**config.mk**
```make
export PLATFORM = sky130hd
export DESIGN_NAME = lod_calc_top
export DESIGN_NICKNAME = d
export VERILOG_FILES = /design/src/rtl/lod_pkg.sv /design/src/rtl/lod_clamp_norm.sv /design/src/rtl/lod_frac_calc.sv /design/src/rtl/lod_strobe_pipe.sv /design/src/rtl/lod_calc_top.sv
export SDC_FILE = /design/constraint.sdc
export NUM_CORES = 1
export LEC_CHECK = 0
export BUFFER_PORTS_ARGS = -buffer_cell sky130_fd_sc_hd__buf_2
export CAP_MARGIN = 20
export CORE_MARGIN = 4
export CORE_UTILIZATION = 38
export CTS_BUF_LIST = sky130_fd_sc_hd__clkbuf_16
export DETAILED_ROUTE_END_ITERATION = 12
export GPL_ROUTABILITY_DRIVEN = 0
export PLACE_DENSITY = 0.65
export SYNTH_ARGS = -nofsm -noshare
export SYNTH_HDL_FRONTEND = slang
export SYNTH_SLANG_ARGS = --single-unit
```
**constraint.sdc**
```tcl
create_clock -name clk -period 5.64 [get_ports clk]
set_input_delay 0.564 -clock clk [delete_from_list [all_inputs] [get_ports clk]]
set_output_delay 0.564 -clock clk [all_outputs]
set_load 0.05 [all_outputs]
```
**src/rtl/lod_pkg.sv**
```systemverilog
`timescale 1ns/1ps
package lod_pkg;
    localparam int LOD_W      = 17;
    localparam int FRAC_BITS  = 5;
    localparam int VAL_W      = LOD_W - 2;
    localparam int POS_W      = $clog2(VAL_W);
    localparam int IDX_W      = POS_W;
    localparam int LVL_W      = 3;
    localparam int WGT_W      = 8;
    localparam int TAP_EARLY  = 3;
    localparam int TAP_LATE   = 4;
    localparam int MAG_LOG2   = 8;

    localparam logic [VAL_W-1:0] ONE_VAL   = VAL_W'(1) << FRAC_BITS;
    localparam logic [VAL_W-1:0] MAG_LIMIT = VAL_W'(1) << (FRAC_BITS + MAG_LOG2);

    typedef struct packed {
        logic [VAL_W-1:0] val;
        logic [POS_W-1:0] pos;
        logic [LVL_W-1:0] idx;
        logic             min_f;
        logic             max_f;
        logic [LVL_W-1:0] lvl;
        logic [LVL_W-1:0] prim;
        logic             lod_en;
        logic             sharp;
        logic             det;
    } stage1_t;

    typedef struct packed {
        logic [LVL_W-1:0] tile;
        logic [WGT_W-1:0] frac;
        logic             ge1;
    } result_t;

    typedef struct packed {
        logic [TAP_LATE-1:0] sr;
        logic                cyc;
    } strobe_t;
endpackage

```
**src/rtl/lod_clamp_norm.sv**
```systemverilog
`timescale 1ns/1ps
module lod_clamp_norm
    import lod_pkg::*;
(
    input  logic [LOD_W-1:0] lod_in,
    input  logic [VAL_W-1:0] min_level,
    output logic [VAL_W-1:0] val_o,
    output logic [POS_W-1:0] pos_o
);
    logic sign_bit;
    logic over_bit;

    always_comb begin
        sign_bit = lod_in[LOD_W-1];
        over_bit = lod_in[LOD_W-2];
        if (!sign_bit && over_bit) begin
            val_o = '1;
        end else if (sign_bit || (lod_in[VAL_W-1:0] < min_level)) begin
            val_o = min_level;
        end else begin
            val_o = lod_in[VAL_W-1:0];
        end
    end

    // leading-one position, highest set bit wins
    always_comb begin
        pos_o = '0;
        for (int i = 0; i < VAL_W; i++) begin
            if (val_o[i]) pos_o = POS_W'(i);
        end
    end
endmodule

```
**src/rtl/lod_frac_calc.sv**
```systemverilog
`timescale 1ns/1ps
module lod_frac_calc
    import lod_pkg::*;
(
    input  logic [VAL_W-1:0] val_i,
    input  logic [POS_W-1:0] pos_i,
    output logic [WGT_W-1:0] frac_o
);
    logic [POS_W-1:0] eff;

    // bits just below the leading one, left aligned; below 1.0 the
    // 1.0 position acts as the reference
    always_comb begin
        eff = (pos_i < POS_W'(FRAC_BITS)) ? POS_W'(FRAC_BITS) : pos_i;
        frac_o = '0;
        for (int j = 0; j < WGT_W; j++) begin
            int k;
            k = int'(eff) - WGT_W + j;
            if (k >= 0 && k < VAL_W) frac_o[j] = val_i[k];
        end
    end
endmodule

```
**src/rtl/lod_strobe_pipe.sv**
```systemverilog
`timescale 1ns/1ps
module lod_strobe_pipe
    import lod_pkg::*;
(
    input  logic clk,
    input  logic rst_n,
    input  logic load,
    input  logic span_start,
    input  logic two_cycle,
    output logic load_d3,
    output logic load_d4,
    output logic cycle
);
    strobe_t st_d, st_q;

    always_comb begin
        st_d.sr = {st_q.sr[TAP_LATE-2:0], load};
        if (span_start) begin
            st_d.cyc = 1'b0;
        end else if (two_cycle) begin
            st_d.cyc = ~st_q.cyc;
        end else begin
            st_d.cyc = 1'b0;
        end
    end

    always_ff @(posedge clk or negedge rst_n) begin
        if (!rst_n) begin
            st_q <= '0;
        end else begin
            st_q <= st_d;
        end
    end

    assign load_d3 = st_q.sr[TAP_EARLY-1];
    assign load_d4 = st_q.sr[TAP_LATE-1];
    assign cycle   = st_q.cyc;
endmodule

```
**src/rtl/lod_calc_top.sv**
```systemverilog
`timescale 1ns/1ps
module lod_calc_top
    import lod_pkg::*;
(
    input  logic             clk,
    input  logic             rst_n,
    input  logic [LOD_W-1:0] lod_in,
    input  logic [VAL_W-1:0] min_level,
    input  logic [LVL_W-1:0] max_level,
    input  logic [LVL_W-1:0] prim_tile,
    input  logic             lod_en,
    input  logic             sharpen_en,
    input  logic             detail_en,
    input  logic             load,
    input  logic             span_start,
    input  logic             two_cycle,
    output logic [LVL_W-1:0] tile_out,
    output logic [WGT_W-1:0] frac_out,
    output logic             lod_ge_one,
    output logic             load_d3,
    output logic             load_d4,
    output logic             cycle
);
    logic [VAL_W-1:0] cl_val;
    logic [POS_W-1:0] cl_pos;
    logic [IDX_W-1:0] idx_c;
    logic [WGT_W-1:0] raw_frac;
    logic [WGT_W-1:0] held_frac;
    logic [LVL_W-1:0] sel_lvl;

    stage1_t s1_d, s1_q;
    result_t res_d, res_q;

    lod_clamp_norm u_clamp (
        .lod_in    (lod_in),
        .min_level (min_level),
        .val_o     (cl_val),
        .pos_o     (cl_pos)
    );

    // stage 1: limit, locate level, raise flags
    always_comb begin
        idx_c = (cl_pos >= POS_W'(FRAC_BITS)) ? IDX_W'(cl_pos - POS_W'(FRAC_BITS)) : '0;
        s1_d.val    = cl_val;
        s1_d.pos    = cl_pos;
        s1_d.idx    = idx_c[LVL_W-1:0];
        s1_d.min_f  = (cl_val < ONE_VAL);
        s1_d.max_f  = (cl_val >= MAG_LIMIT) || (idx_c >= IDX_W'(max_level));
        s1_d.lvl    = max_level;
        s1_d.prim   = prim_tile;
        s1_d.lod_en = lod_en;
        s1_d.sharp  = sharpen_en;
        s1_d.det    = detail_en;
    end

    lod_frac_calc u_frac (
        .val_i  (s1_q.val),
        .pos_i  (s1_q.pos),
        .frac_o (raw_frac)
    );

    // stage 2: select level, shape the weight, pick the tile
    always_comb begin
        sel_lvl = s1_q.max_f ? s1_q.lvl : s1_q.idx;

        held_frac = raw_frac;
        if (!s1_q.sharp && !s1_q.det) begin
            if (s1_q.min_f) held_frac = '0;
            if (s1_q.max_f) held_frac = '1;
        end

        res_d.frac = (s1_q.min_f && s1_q.sharp) ? (~held_frac + WGT_W'(1)) : held_frac;
        res_d.tile = s1_q.lod_en ? (s1_q.prim + sel_lvl) : s1_q.prim;
        res_d.ge1  = (s1_q.val >= ONE_VAL);
    end

    always_ff @(posedge clk or negedge rst_n) begin
        if (!rst_n) begin
            s1_q  <= '0;
            res_q <= '0;
        end else begin
            s1_q  <= s1_d;
            res_q <= res_d;
        end
    end

    assign tile_out   = res_q.tile;
    assign frac_out   = res_q.frac;
    assign lod_ge_one = res_q.ge1;

    lod_strobe_pipe u_strobe (
        .clk        (clk),
        .rst_n      (rst_n),
        .load       (load),
        .span_start (span_start),
        .two_cycle  (two_cycle),
        .load_d3    (load_d3),
        .load_d4    (load_d4),
        .cycle      (cycle)
    );
endmodule

```
Word-level counts from Yosys, hierarchy flattened. Index checks and enable logic that the tools add are counted.

Flip-flop bits (word level): 50. Bits of input ports: 46. Output and inout port bits: 15. Logic and storage cells: 133.

Add/subtract/negate cells: 11. $lt $le $gt $ge: 31. Muxes and demuxes: 58. Bitwise logic cells: 2. Reductions and logical operators: 16.

Operator list (count): greater-or-equal comparator 32 x 1 -> 1 bit, second input constant (8); less-than comparator 32 x 5 -> 1 bit, second input constant (8); less-than comparator 32 x 6 -> 1 bit, second input constant (8); adder 32 x 4 -> 32 bit, second input constant (4); adder 32 x 3 -> 32 bit, second input constant (2); two-way mux 4 bit (9); adder 32 x 2 -> 32 bit, second input constant (1); binary-select mux 1 bit (select 4 bit) (8); two-way mux 8 bit (4); two-way mux 15 bit (2); two-way mux 1 bit (27); two-way mux 3 bit (6); greater-or-equal comparator 15 x 14 -> 1 bit, second input constant (1); greater-or-equal comparator 15 x 6 -> 1 bit, second input constant (1); less-than comparator 15 bit (1); less-than comparator 15 x 6 -> 1 bit, second input constant (1); logical AND 1 bit (11); adder 8 x 1 -> 8 bit, second input constant (1); inverter 8 bit (1); subtractor 4 x 4 -> 5 bit, second input constant (1); greater-or-equal comparator 4 x 3 -> 1 bit (1); greater-or-equal comparator 4 x 3 -> 1 bit, second input constant (1); less-than comparator 4 x 3 -> 1 bit, second input constant (1); two-way mux 2 bit (2); 5 further kinds (8).

Longest topological paths before layout. Gate-level depths: netlist (run 1).

Word-level depth: 22. Mapped depth: 23. Mapped depth without buffers: 22.

Modules after synthesis. Synthesis (run 1) repeated with hierarchy kept, for this count alone.

Cells, all modules: 417. Area, all modules: 3853.7 um^2.

By module, submodules not included: lod_calc_top (times used 1, cells each 131, area each 1699.1 um^2, seq. area each 1126.1 um^2); lod_frac_calc (times used 1, cells each 146, area each 1112.3 um^2, seq. area each 0.0 um^2); lod_clamp_norm (times used 1, cells each 134, area each 904.6 um^2, seq. area each 0.0 um^2); lod_strobe_pipe (times used 1, cells each 6, area each 137.6 um^2, seq. area each 125.1 um^2).

Worst setup path after synthesis (run 1). OpenSTA, ideal clock, no wires.

Path kind: input port to flip-flop. Start: input min_level[14]. End: register s1_q[9] (netlist name). Setup time: 0.120 ns. Arrival: 4.625 ns. Required time: 5.520 ns. Path slack: 0.895 ns. Stages: 21. Buffers on the path: 1. Cell sequence: inv_1 ha_1 nand4_1 nor2_1 and3_1 a21boi_4 buf_6 or4_1 and2_1 o41ai_2 nor2_1 ha_1 nand2b_1 a211oi_2 o21bai_1 ha_1 nand2b_1 a21oi_1 nor2b_1 or4_1 a31o_1.

RTL lines: from (decl) (RTL line lod_calc_top.sv:8) `input logic [VAL_W-1:0] min_level,`; to (signal assigned) (RTL line lod_calc_top.sv:79) `s1_q <= '0;`; to (signal assigned) (RTL line lod_calc_top.sv:82) `s1_q <= s1_d;`; to (decl) (RTL line lod_calc_top.sv:31) `stage1_t s1_d, s1_q;`.

==> metrics.md, run 1 <==
| Metric | Value |
|---|---|
| Outcome | `finished clean` |
| Vias in the first global route | `3,548` |
| Via Count | `3,481` |
| Arr. time, crit path | `5.30 ns` |
| Synth Area per Inst | `9.60 um2` |
| EDFF count, synth | `0` |
| Worst Setup End Kind | `flop` |
| Syn_nets | `565` |
| Global-route wire length before repair | `16.3 mm` |
| Wire length per cell | `15.0 um` |
| Initial antenna violation count | `0` |
| Cell Count, Final, Fillers Out | `641` |
| Top FF cell, synth | `dfrtp_1` |
| CP bufs+invs | `1` |
| CTS Buf Count | `5` |
| Fin area | `4890 um2` |
| Seq/Total Area, Yosys | `28.9%` |
| Most frequent CP cell | `ha_1` |
| Share of cells above drive strength 1 | `20.4%` |
| WP data required | `5.81 ns` |
| GR Overflow Total | `0` |
| Final clock skew | `0.00331 ns` |
| Number of nets in the layout | `614` |
| # setup viols final | `0` |
| Critical Path Max Stage Delay | `0.49 ns` |
| Die height | `115 um` |
| Core Region | `11,000 um2` |
| CP top delay family | `compound AO/OA/AOI/OAI gates` |
| Diode count | `0` |
| TritonRoute pass-1 iters | `4` |
| Clock edge transition at the registers on the reported setup and hold paths | `0.06 ns` |
| Cell chain of the critical path | `buf_2, ha_1, and2_0, a221o_1, a41o_2, a21boi_4, nor3_1, o221ai_1, a311oi_1, o41ai_2, nor2_1, ha_1, nand2b_1, a211oi_2, o21bai_1, ha_1, nand2b_1, a21oi_1, nor2b_1, or4_1, a31o_1` |
| Post-CTS Setup Bufs | `0` |
| Setup_tns | `0 ns` |
| Final Hold Fails | `0` |
| LEAKAGE | `2.31 nW` |
| Crit-path slowest cell | `o41ai_2` |
| CP startpoint | `lod_in[6]` |
| Min Hold Slack | `0.142 ns` |
| # IOs | `61` |
| PortBufs | `60` |
| FF+latch count, synth | `50` |
| Maximum vdd drop | `0.000218 V` |
| Via density | `5.43` |
| CTS resizes | `0` |
| Largest net degree at the start of global routing | `51` |
| Mapped Area | `4330 um2` |
| Routed Antenna Nets | `0` |
| Clk_lat worst skew | `0.28 ns` |
| Cts hold-fix bufs | `0` |
| GRT Util Overall | `14.9%` |
| XOR/XNOR Fraction of Synth Area | `2.02%` |
| Crit-path max FO | `13` |
| CP startpoint kind | `input port` |
| Compound-Gate Fraction of Synth Area | `15.3%` |
| Simple-gate portion of the synthesized area | `17.3%` |
| Period utilization | `91.0%` |
| Placed cell count | `632` |
| R2R Path Start | `s1_q[17]$_DFF_PN0_` |
| PwrDens | `232 nW/um2` |
| Fillers | `1,036` |
| Worst-Margin Slew | `0.996 ns` |
| Unrepaired setup endpoints after global routing | `false` |
| Async SR Flop Fraction | `100%` |
| Dpl cell area | `4730 um2` |
| Min-delay worst type | `input port to async pin` |
| Final Max Slew Viols | `0` |
| Mux cell area share after synthesis | `11.4%` |
| Normalized max-slew margin | `33.2%` |
| Worst-case clock buffer depth | `2` |
| Setup CP Type | `input port to flop` |
| TritonCTS clock tree | `yes` |
| Root Driver | `clkbuf_16` |
| Area grow syn2layout | `12.9%` |
| Row cnt | `38` |
| Initial DRC count | `171` |
| DRC | `0` |
| Clk sink count | `50` |
| Total wire length | `9.64 mm` |
| Die width | `115 um` |
| Htree depth | `2` |
| Post-synth cell types | `69` |
| Detail Placement HPWL | `7.93 mm` |
| Tmin final | `5.13 ns` |
| Die ar. | `13,200 um2` |
| Yosys warns | `0` |
| Largest family of logic cells by synthesized area | `adder cells` |
| Max-cap violations | `0` |
| Post-Synth Adder-Cell Area | `19.8%` |
| F_max | `195 MHz` |
| Starting Density | `39.4%` |
| Post-synthesis cell count | `451` |
==> logic make-up after synthesis <==
logic type / count (synthesis)
adder cells (fa/ha/maj): 68
AND/OR/NAND/NOR: 138
buffers and inverters: 57
XOR/XNOR: 10
flip-flops: 50
AO/OA/AOI/OAI: 89
multiplexers: 39
==> metal layers <==
metal,vias up,track usage (%),part of all wire (%)
met4,0,2.90,0.82
met3,9,2.47,4.7
met5,-,0,0
met1,1639,19.5,46
met2,85,26.0,48
li1,1748,-,-
==> area by class of cell <==
| class | instances | area (um2) | share of cell area (%) |
|---|---|---|---|
| timing repair buffer | 64 | 343 | 7.01 |
| multi-input combinational | 344 | 2850 | 58.3 |
| tap | 140 | 175 | 3.58 |
| sequential | 50 | 1250 | 25.6 |
| clock inverter | 3 | 12.5 | 0.256 |
| clock buffer | 5 | 125 | 2.56 |
| inverter | 35 | 131 | 2.69 |
==> metrics by stage <==
| step | util (%) | total power [mW] | setup WS [ns] |
|---|---|---|---|
| after floorplan | - | 0.753 | 0.895 |
| after global placement | 43.1 | 0.855 | 0.423 |
| after detailed placement | 43.1 | 0.865 | 0.235 |
| after CTS | 44.3 | 1.14 | 0.519 |
| after global routing | 44.5 | 1.20 | 0.168 |
| final | 44.5 | 1.13 | 0.505 |
==> worst register-to-register path: cells and delay by family, from the launching register on <==
kind	cells	cell delay, ns
buffers and inverters	2	0.56
xor gates and xnor gates	1	0.15
DFF	1	0.36
and+or+nand+nor	5	1.55
AOI/OAI and AO/OA	2	0.44
adders and majority gates	2	0.62
==> sequential cells by signal, indices dropped and copies added, names as in the netlist <==
register / cells
s1_q: 33
frac_out: 8
tile_out: 3
u_strobe.st_d: 2
lod_ge_one: 1
u_strobe.cycle: 1
u_strobe.load_d3: 1
u_strobe.load_d4: 1
==> Yosys cell counts (all sizes together) (4+ instances only) <==
cell | number | area share, %
a21oi | 21 | 2.6
mux4 | 8 | 4.2
nand3 | 9 | 1.0
nor3 | 10 | 1.4
clkbuf | 16 | 1.4
and2 | 4 | 0.58
o21ai | 12 | 1.4
inv | 32 | 2.8
dfrtp | 50 | 29
xor2 | 4 | 0.81
xnor2 | 6 | 1.2
ha | 67 | 19
nor4 | 7 | 1.2
or4 | 5 | 0.87
o211ai | 5 | 0.87
a41oi | 5 | 1.0
a31oi | 8 | 1.2
a211oi | 8 | 1.6
nand2 | 38 | 3.3
or2 | 10 | 1.4
nor2 | 24 | 2.1
nand4 | 4 | 0.58
or3 | 5 | 0.84
buf | 6 | 0.90
nand2b | 4 | 0.58
mux2i | 29 | 6.7
nor4b | 5 | 1.0
==> final timing paths <==
check	slack, ns	depth (start not counted)	end
setup reg to reg	1.90	12	frac_out[6]$_DFF_PN0_
min in group clk	0.35	0	u_strobe.st_d[3]$_DFF_PN0_
hold reg to reg	0.35	0	u_strobe.st_d[3]$_DFF_PN0_
setup / recovery	0.51	21	s1_q[9]$_DFF_PN0_
max in group asynchronous	5.02	2	s1_q[31]$_DFF_PN0_
hold / removal	0.14	1	s1_q[3]$_DFF_PN0_
==> layout by cell type (no fill, tap or decap), types with 7 or more instances in the layout <==
master / count
mux2i_1: 29
nand3_1: 9
nand2_1: 38
nor2_1: 23
inv_1: 31
mux4_2: 8
dfrtp_1: 50
a21oi_1: 19
ha_1: 67
nor3_1: 8
o21ai_0: 7
buf_2: 60
a31oi_1: 8
==> report_power, final <==
part           internal, mW  switching, mW
Combinational         0.164          0.275
Sequential            0.400         0.0211
Clock                 0.160          0.113
(Power assumes the default switching activity.)
==> run 2, diff against run 1 <==
RECOVER_POWER = 25   (was default)
==> run 2 against run 1 <==
The flow now finishes with violations (capacitance limit, slew limit). Die area stayed put. Via count is 0.20% higher. Hold slack better by 0.080 ns. First-iteration DRC count is 2.3% lower. Combinational power hardly changed. Clock skew hardly changed. Core utilization is 0.18 points lower. Sequential power hardly changed. Global-route usage stayed put. Sequential share of layout area is 0.11 points higher.
==> metrics.md, run 2 (synthesis gave the netlist of run 1 again) <==
| Metric | Value |
|---|---|
| Die height | `115 um (unchanged)` |
| Diode count | `0 (unchanged)` |
| Unrepaired setup endpoints after global routing | `false` |
| Outcome | `finished, violations left` |
| Worst-case clock buffer depth | `2 (unchanged)` |
| Period utilization | `91.1% (about the same)` |
| Global-route wire length before repair | `16.3 mm (unchanged)` |
| Initial antenna violation count | `0 (unchanged)` |
| GRT Util Overall | `14.9% (unchanged)` |
| Critical Path Max Stage Delay | `0.48 ns (about the same)` |
| Die width | `115 um (unchanged)` |
| Number of nets in the layout | `614 (unchanged)` |
| Final clock skew | `0.00325 ns (-0.0000638 ns)` |
| R2R Path Start | `s1_q[17]$_DFF_PN0_` |
| Crit-path max FO | `13 (unchanged)` |
| Min Hold Slack | `0.222 ns (+0.0800 ns)` |
| Commonest non-fill, non-tap cell in the layout | `ha_1` |
| Final worst setup slack | `0.504 ns (-0.00139 ns)` |
| Wire length per cell | `15.1 um (+0.26%)` |
| Last element of the critical path | `s1_q[9]$_DFF_PN0_` |
| TritonRoute pass-1 iters | `4 (unchanged)` |
| Arr. time, crit path | `5.30 ns (about the same)` |
| DRC | `0 (unchanged)` |
| Htree depth | `2 (unchanged)` |
| Row cnt | `38 (unchanged)` |
| Worst-Margin Slew | `2.08 ns (+1.08 ns)` |
| Final Hold Fails | `0 (unchanged)` |
| Maximum vdd drop | `0.000216 V (-0.78%)` |
| Max reg flops | `33 (unchanged)` |
| Detail Placement HPWL | `7.93 mm (unchanged)` |
| Die ar. | `13,200 um2 (unchanged)` |
| Reg2reg setup slack | `1.90 ns (about the same)` |
| CP bufs+invs | `1 (unchanged)` |
| Setup CP Type | `input port to flop` |
| Initial DRC count | `167 (-2.3%)` |
| Cts hold-fix bufs | `0 (unchanged)` |
| PortBufs | `60 (unchanged)` |
| GR Overflow Total | `0 (unchanged)` |
| WP data required | `5.81 ns (about the same)` |
| Via Count | `3,488 (+0.20%)` |
| Tot Pwr | `1.13 mW (-0.19%)` |
| Tmin final | `5.14 ns (+0.00139 ns)` |
| Most frequent cells in the layout | `67 x ha_1, 57 x buf_2, 50 x dfrtp_1, 38 x nand2_1, 31 x inv_1` |
| Routed Antenna Nets | `0 (unchanged)` |
| CTS resizes | `0 (unchanged)` |
| Failing checks | `capacitance limit, slew limit` |
| Starting Density | `39.4% (unchanged)` |
| TritonCTS clock tree | `yes` |
| CP startpoint kind | `input port` |
| # setup viols final | `0 (unchanged)` |
| Reg2reg end | `frac_out[6]$_DFF_PN0_` |
| Normalized max-slew margin | `-38.5% (-72 points)` |
| Most frequent CP cell | `ha_1` |
| Total wire length | `9.66 mm (+0.26%)` |
| Share of cells above drive strength 1 | `19.6% (-0.80 points)` |
| Core Region | `11,000 um2 (unchanged)` |
| Setup_tns | `0 ns (unchanged)` |
| Cell chain of the critical path | `buf_2, ha_1, a21o_1, a221o_1, a41o_2, a21boi_4, nor3_1, o221ai_1, a311oi_1, o41ai_2, nor2_1, ha_1, nand2b_1, a211oi_2, o21bai_1, ha_1, nand2b_1, a21oi_1, nor2b_1, or4_1, a31o_1` |
| Levels on crit path | `21 (unchanged)` |
| Finished Core Util | `44.3% (-0.18 points)` |
| Biggest register | `s1_q` |
| CP startpoint | `lod_in[4]` |
| Crit-path slowest cell | `o41ai_2` |
| Vias in the first global route | `3,548 (unchanged)` |
| Largest net degree at the start of global routing | `51 (unchanged)` |
| Post-CTS Setup Bufs | `0 (unchanged)` |
| CTS Buf Count | `5 (unchanged)` |
| Clk_lat worst skew | `0.28 ns (about the same)` |
| Min-delay worst type | `input port to async pin` |
| Clk sink count | `50 (unchanged)` |
| Root Driver | `clkbuf_16` |
| Pre-CTS setup slack | `0.235 ns (unchanged)` |
| CP top delay family | `compound AO/OA/AOI/OAI gates` |
| Max-cap violations | `1 (+1)` |
| F_max | `195 MHz (about the same)` |
| LEAKAGE | `2.29 nW (-0.71%)` |
| Area grow syn2layout | `12.4%` |
| Via density | `5.44 (+0.20%)` |
| R2R cell count | `12 (unchanged)` |
| Clock edge transition at the registers on the reported setup and hold paths | `0.06 ns (about the same)` |
| Final Max Slew Viols | `42 (+42)` |
| Worst Setup End Kind | `flop` |
| # IOs | `61 (unchanged)` |
| PwrDens | `233 nW/um2 (+0.22%)` |
-- run 2: changes by cell type in the layout (fill, tap and decap cells not counted) --
cell	previous run	this run
clkbuf_1	0	4
buf_2	60	57
buf_12	1	0
-- run 2: cell type report --
class                      count  area (um2)
fill                        1042        6120
multi-input combinational    344        2850
sequential                    50        1250
timing repair buffer          64         323
tap                          140         175
inverter                      35         131
clock buffer                   5         125
clock inverter                 3        12.5
-- run 2: how the worst min path moves through the flow --
stage                                  to  slack, ns  cells after the start
6_report                s1_q[3]$_DFF_PN0_       0.22                      1
3_5_place_dp   u_strobe.st_d[3]$_DFF_PN0_       0.34                      0
3_3_place_gp   u_strobe.load_d3$_DFF_PN0_       0.34                      0
5_1_grt             tile_out[1]$_DFF_PN0_       0.25                      1
2_1_floorplan       frac_out[0]$_DFF_PN0_       0.27                      0
4_1_cts        u_strobe.st_d[3]$_DFF_PN0_       0.35                      0
-- run 2: metrics by stage --
stage          instances  cell area (um2)
2_1_floorplan        451             4330
3_3_place_gp         632             4730
3_5_place_dp         632             4730
4_1_cts              640             4870
5_1_grt              641             4870
6_report             641             4870
-- run 2: worst register-to-register path, delay by kind of cell (launching register included) --
| kind | cells | cell delay [ns] |
|---|---|---|
| xor gates and xnor gates | 1 | 0.15 |
| adders and majority gates | 2 | 0.62 |
| buffers and inverters | 2 | 0.56 |
| AOI/OAI and AO/OA | 2 | 0.44 |
| and+or+nand+nor | 5 | 1.55 |
| DFF | 1 | 0.36 |
-- run 2: power by group --
group          leakage, nW  total (mW)  internal (mW)  switching, mW
Clock               0.0724       0.273          0.160          0.113
Sequential           0.559       0.421          0.400         0.0213
Combinational         1.66       0.438          0.163          0.275
-- run 2: per-layer routing --
| layer | up-vias | wire (um) | share of wire [%] | track usage, % |
|---|---|---|---|---|
| li1 | 1747 | - | - | - |
| met1 | 1640 | 4410 | 46 | 19.5 |
| met2 | 92 | 4660 | 48 | 26.0 |
| met3 | 9 | 518 | 5.4 | 2.47 |
| met4 | 0 | 78 | 0.81 | 2.90 |
| met5 | - | 0 | 0 | 0 |
